### src/rtl/sdl_pkg.sv
package sdl_pkg;
  localparam int unsigned SDL_DEF_WIDTH = 16;
  localparam int unsigned SDL_DEF_DEPTH = 63;

  function automatic int unsigned sdl_sel_width(input int unsigned depth);
    return $clog2(depth + 1);
  endfunction
endpackage

### src/rtl/sdl_rst_sync.sv
module sdl_rst_sync (
  input  logic clk,
  input  logic arst_n,
  output logic srst_n
);
  logic [1:0] sync_q, sync_d;

  always_comb begin
    sync_d = {sync_q[0], 1'b1};
  end

  always_ff @(posedge clk or negedge arst_n) begin
    if (!arst_n) sync_q <= 2'b00;
    else         sync_q <= sync_d;
  end

  assign srst_n = sync_q[1];
endmodule

### src/rtl/sdl_chain.sv
module sdl_chain #(
  parameter int unsigned W     = 16,
  parameter int unsigned DEPTH = 63
) (
  input  logic                      clk,
  input  logic                      rst_n,
  input  logic                      en,
  input  logic [W-1:0]              din,
  output logic [DEPTH-1:0][W-1:0]   taps
);
  logic [DEPTH-1:0][W-1:0] stage_q, stage_d;

  always_comb begin
    stage_d = stage_q;
    if (en) begin
      stage_d[0] = din;
      for (int i = 1; i < DEPTH; i++) stage_d[i] = stage_q[i-1];
    end
  end

  always_ff @(posedge clk or negedge rst_n) begin
    if (!rst_n) stage_q <= '0;
    else        stage_q <= stage_d;
  end

  assign taps = stage_q;

  // the first stage captures the input on an enabled edge
  assert_head_load_R3: assert property (@(posedge clk) disable iff (!rst_n)
    en |=> stage_q[0] == $past(din));

  // a disabled edge leaves every stage untouched
  assert_hold_R4: assert property (@(posedge clk) disable iff (!rst_n)
    !en |=> $stable(stage_q));

  generate
    for (genvar g = 1; g < DEPTH; g++) begin : g_link
      // each stage takes its neighbour's previous value on an enabled edge
      assert_link_R3: assert property (@(posedge clk) disable iff (!rst_n)
        en |=> stage_q[g] == $past(stage_q[g-1]));
    end
  endgenerate
endmodule

### src/rtl/sdl_tap_mux.sv
module sdl_tap_mux #(
  parameter int unsigned W     = 16,
  parameter int unsigned DEPTH = 63,
  parameter int unsigned SEL_W = 6
) (
  input  logic [W-1:0]             din,
  input  logic [DEPTH-1:0][W-1:0]  taps,
  input  logic [SEL_W-1:0]         sel,
  output logic [W-1:0]             dout
);
  always_comb begin
    dout = din;
    if (sel > SEL_W'(DEPTH)) dout = taps[DEPTH-1];
    for (int i = 0; i < DEPTH; i++) begin
      if (sel == SEL_W'(i + 1)) dout = taps[i];
    end
  end

  // a zero select passes the input straight through
  always_comb begin
    if (sel == '0) assert_bypass_R2: assert (dout == din);
  end
endmodule

### src/rtl/sel_delay_line.sv
module sel_delay_line #(
  parameter int unsigned W     = sdl_pkg::SDL_DEF_WIDTH,
  parameter int unsigned DEPTH = sdl_pkg::SDL_DEF_DEPTH,
  parameter int unsigned SEL_W = sdl_pkg::sdl_sel_width(DEPTH)
) (
  input  logic             clk,
  input  logic             rst_n,
  input  logic             en,
  input  logic [W-1:0]     din,
  input  logic [SEL_W-1:0] delay_sel,
  output logic [W-1:0]     dout
);
  logic                    core_rst_n;
  logic [DEPTH-1:0][W-1:0] taps;

  sdl_rst_sync u_rst (
    .clk    (clk),
    .arst_n (rst_n),
    .srst_n (core_rst_n)
  );

  sdl_chain #(.W(W), .DEPTH(DEPTH)) u_chain (
    .clk   (clk),
    .rst_n (core_rst_n),
    .en    (en),
    .din   (din),
    .taps  (taps)
  );

  sdl_tap_mux #(.W(W), .DEPTH(DEPTH), .SEL_W(SEL_W)) u_mux (
    .din  (din),
    .taps (taps),
    .sel  (delay_sel),
    .dout (dout)
  );

  // a one-cycle tap shows the word taken at the last enabled edge
  assert_one_tap_R3: assert property (@(posedge clk) disable iff (!core_rst_n)
    ($past(en) && delay_sel == SEL_W'(1)) |-> dout == $past(din));
endmodule

### config.mk
export PLATFORM = sky130hd
export DESIGN_NAME = sel_delay_line
export DESIGN_NICKNAME = d
export VERILOG_FILES = /design/src/rtl/sdl_pkg.sv /design/src/rtl/sdl_rst_sync.sv /design/src/rtl/sdl_chain.sv /design/src/rtl/sdl_tap_mux.sv /design/src/rtl/sel_delay_line.sv
export SDC_FILE = /design/constraint.sdc
export NUM_CORES = 2
export LEC_CHECK = 0
export BUFFER_PORTS_ARGS = -buffer_cell sky130_fd_sc_hd__buf_2
export CELL_PAD_IN_SITES_DETAIL_PLACEMENT = 1
export CELL_PAD_IN_SITES_GLOBAL_PLACEMENT = 2
export CORE_ASPECT_RATIO = 0.7
export CORE_MARGIN = 10
export CORE_UTILIZATION = 30
export DETAILED_ROUTE_END_ITERATION = 10
export PLACE_DENSITY = 0.65
export SLEW_MARGIN = 10
export SYNTH_ARGS = -nofsm -noshare
export SYNTH_HDL_FRONTEND = slang
export SYNTH_SLANG_ARGS = --single-unit
### constraint.sdc
create_clock -name clk -period 92.2 [get_ports clk]
set_clock_uncertainty 0.1 [all_clocks]
set_input_delay 18.44 -clock clk [delete_from_list [all_inputs] [get_ports clk]]
set_output_delay 18.44 -clock clk [all_outputs]
set_load 0.05 [all_outputs]
==> summary.md <==
| Metric | Value |
|---|---|
| VDD IR max | 13.2 uV |
| Root buf cell | clkbuf_16 |
| Core area | 0.153 mm^2 |
| Drt initial violations | 2,347 |
| Synth Flop Type | dfrtp_1 |
| CTS H-tree lvls | 3 |
| Num ports | 41 |
| Critical path data required time | 73.66 ns |
| First-pass GRT wire length | 230 mm |
| CP Launch Type | input pin |
| Die area | 0.171 mm^2 |
| Max Slew Vio Count | 0 |
| Share of layout cells above drive strength 1 | 37.3% |
| Final worst path period share | 46.1% |
| Vias in the first global route | 32,052 |
| F_max | 23.5 MHz |
| WS Path Type | input pin to output pin |
| Post-synth EDFFs | 0 |
| Cell area after synthesis | 0.0463 mm^2 |
| Wire per inst | 27.1 um |
| Switching part of the total | 28.7% |
| Hold Path Class | flop to flop |
| Largest net degree at the start of global routing | 166 |
| Total global routing overflow | 0 |
| Nets | 3,668 |
| Post-route ant nets | 0 |
| Psw | 0.358 mW |
| Width of the die | 490 um |
| Worst-case clock buffer depth | 3 |
| Arrival time worst endpoint | 23.97 ns |
| Status | finished, final reports clean |
| Initial core utilization | 30.2% |
| Drt pass-1 iters | 5 |
| Leak | 23.9 nW |
| Clock power frac | 35.7% |
| Num Clock Sinks | 1,010 |
| CTS clk-pin slew, worst paths | 0.06 ns |
| Cts hold-fix bufs | 0 |
| Commonest cells after routing, fill and taps aside | 1,024 x mux2_2, 1,009 x dfrtp_1, 157 x nand2_1, 147 x nor2_1, 137 x a21oi_1 |
| Hold_sp | u_rst.sync_q[0]$_DFF_PN0_ |
| Initial antenna violation count | 9 |
| Cts repair resizes | 0 |
| Yosys cell types | 85 |
| Worst-path maximum fanout | 59 |
| Critical path origin | delay_sel[0] |
| Setup_tns | 0 ns |
| Sequential power share | 49.7% |
| Site row count | 120 |
| Port Buffers | 40 |
| Ys async rst share | 100% |
| Die height | 349 um |
| Mean post-synth cell area | 12.7 um^2 |
| #FFs+latches synth | 1,010 |
| Sequential area share after synthesis | 54.6% |
| DPL Wire Length | 106 mm |
| Final min period | 42.51 ns |
| Drt via density | 5.50 |
| Gpl congestion | 0.812 |
| Slew at the pin closest to its max-slew limit | 1.31 ns |
| Final wirelength | 156 mm |
| Rel. slew slack | 12.0% |
| Setup Buffers After CTS | 0 |
| Drc violations | 0 |
| Critical path endpoint category | output pin |
| Most common cell after layout, fill and taps aside | mux2_2 |
| Num CTS Buffers | 102 |
| Comb pwr share | 14.5% |
| Vias after detailed routing | 31,574 |
| Int Power | 0.889 mW |
| Area grow syn2layout | 13.4% |
| Ys Warns | 0 |
| FF-to-FF Start | u_rst.sync_q[1]$_DFF_PN0_ |
| Unrepaired setup endpoints after global routing | no |
| Clock latency on the worst-skew pair | 0.73 ns |
| PD cells | 23.8 mW/mm^2 |
| Final core occ | 34.3% |
| Fin. Hold Viols | 0 |
| Mapped Nets | 3,667 |
| Mapped Cells | 3,642 |
| Max-cap violations | 0 |
| CTS tree | yes |
| All-Layer GR Usage | 17.8% |
| # setup viols final | 0 |
-- through the flow --
step / area (um^2) / hold slack, ns / worst slack [ns] / instances / power [mW]
global placement: 48900 / 0.233 / 49.20 / 5550 / 0.801
global route: 52500 / 0.264 / 49.61 / 5741 / 1.31
CTS: 52500 / 0.255 / 49.73 / 5739 / 1.26
floorplan: 46300 / 0.231 / 52.26 / 3642 / 0.728
detailed placement: 49000 / 0.239 / 49.76 / 5552 / 0.807
finish: 52500 / 0.253 / 49.69 / 5745 / 1.25
-- area by class of cell --
cell class | instances | area [um^2]
flip-flops and latches | 1010 | 25300
well taps | 2013 | 2520
clock buffers | 163 | 3230
fillers | 16241 | 101000
repair buffers | 155 | 1110
diodes | 6 | 15.0
clock inverters | 24 | 314
multi-input cells | 2359 | 20000
inverters | 15 | 56.3
-- path summary, 6_finish.rpt --
path                                            endpoint  slack, ns  depth (start not counted)
max                                              dout[2]      49.69                         12
min                            u_rst.sync_q[1]$_DFF_PN0_       0.25                          0
max reg2reg                 u_chain.taps[45]$_DFFE_PN0P_      87.38                          5
min reg2reg                    u_rst.sync_q[1]$_DFF_PN0_       0.25                          0
max in group asynchronous      u_rst.sync_q[1]$_DFF_PN0_      74.50                          1
min in group asynchronous  u_chain.taps[354]$_DFFE_PN0P_       0.27                          0
-- cells in the mapped netlist, drive strengths merged (9+ instances only) --
cell type | number | area share [%]
a22o | 18 | 0.34
mux4 | 14 | 0.68
clkbuf | 196 | 1.6
nand2 | 158 | 1.3
a21oi | 137 | 1.5
o221ai | 22 | 0.42
mux2i | 43 | 0.93
o211ai | 10 | 0.16
inv | 14 | 0.11
a221o | 16 | 0.35
a222oi | 12 | 0.26
a221oi | 23 | 0.44
nor2 | 154 | 1.3
o21ai | 145 | 1.6
mux2 | 1024 | 25
a31oi | 12 | 0.16
buf | 62 | 0.64
a2111oi | 12 | 0.23
and3 | 14 | 0.19
a211oi | 25 | 0.42
a32oi | 9 | 0.17
dfrtp | 1010 | 55
nor3 | 46 | 0.50
o22a | 13 | 0.25
nor4 | 15 | 0.22
o22ai | 124 | 1.7
a22oi | 93 | 1.5
nand4 | 12 | 0.16
nand3 | 49 | 0.53
nand2b | 10 | 0.14
nor4b | 9 | 0.24
-- state kept, by name, indices dropped and copies added, names as in the netlist --
name and cells:
u_rst.sync_q 2, u_chain.taps 1008
-- cells by family after synthesis --
logic type                after synthesis  synth area share, %
AOI/OAI and AO/OA                     749                 10.9
xor gates and xnor gates                2               0.0378
buffers and inverters                 273                 2.35
DFF                                  1010                 54.6
muxes                                1081                 26.5
other                                   1              0.00810
and+or+nand+nor                       526                 5.60
-- critical path, cell delays in order --
cell and delay, ns:
buf_6 0.55, buf_4 0.61, or2_2 0.49, buf_4 0.43, a21oi_1 0.12, buf_4 0.23
a2111oi_1 0.95, o21ai_0 0.76, a21oi_1 0.50, o21ai_1 0.27, o21a_1 0.27, buf_2 0.21
-- layer usage --
metal  wire [um]  part of all wire (%)  vias to the layer above  global-route usage [%]
li1            -                     -                    13730                       -
met1       81200                    52                    16935                    28.4
met2       60200                    39                      717                    23.2
met3       11100                   7.2                      186                    5.14
met4        2950                   1.9                        6                    3.59
met5          36                 0.023                        -                       0
-- power by group through the flow --
stage	clock [mW]	combinational [mW]	sequential [mW]
after floorplan	0	0.132	0.596
after global placement	0	0.177	0.624
after detailed placement	0	0.182	0.626
after CTS	0.457	0.183	0.619
after global routing	0.477	0.196	0.633
final	0.446	0.181	0.621
No activity file was read; power rests on OpenSTA's default activity.
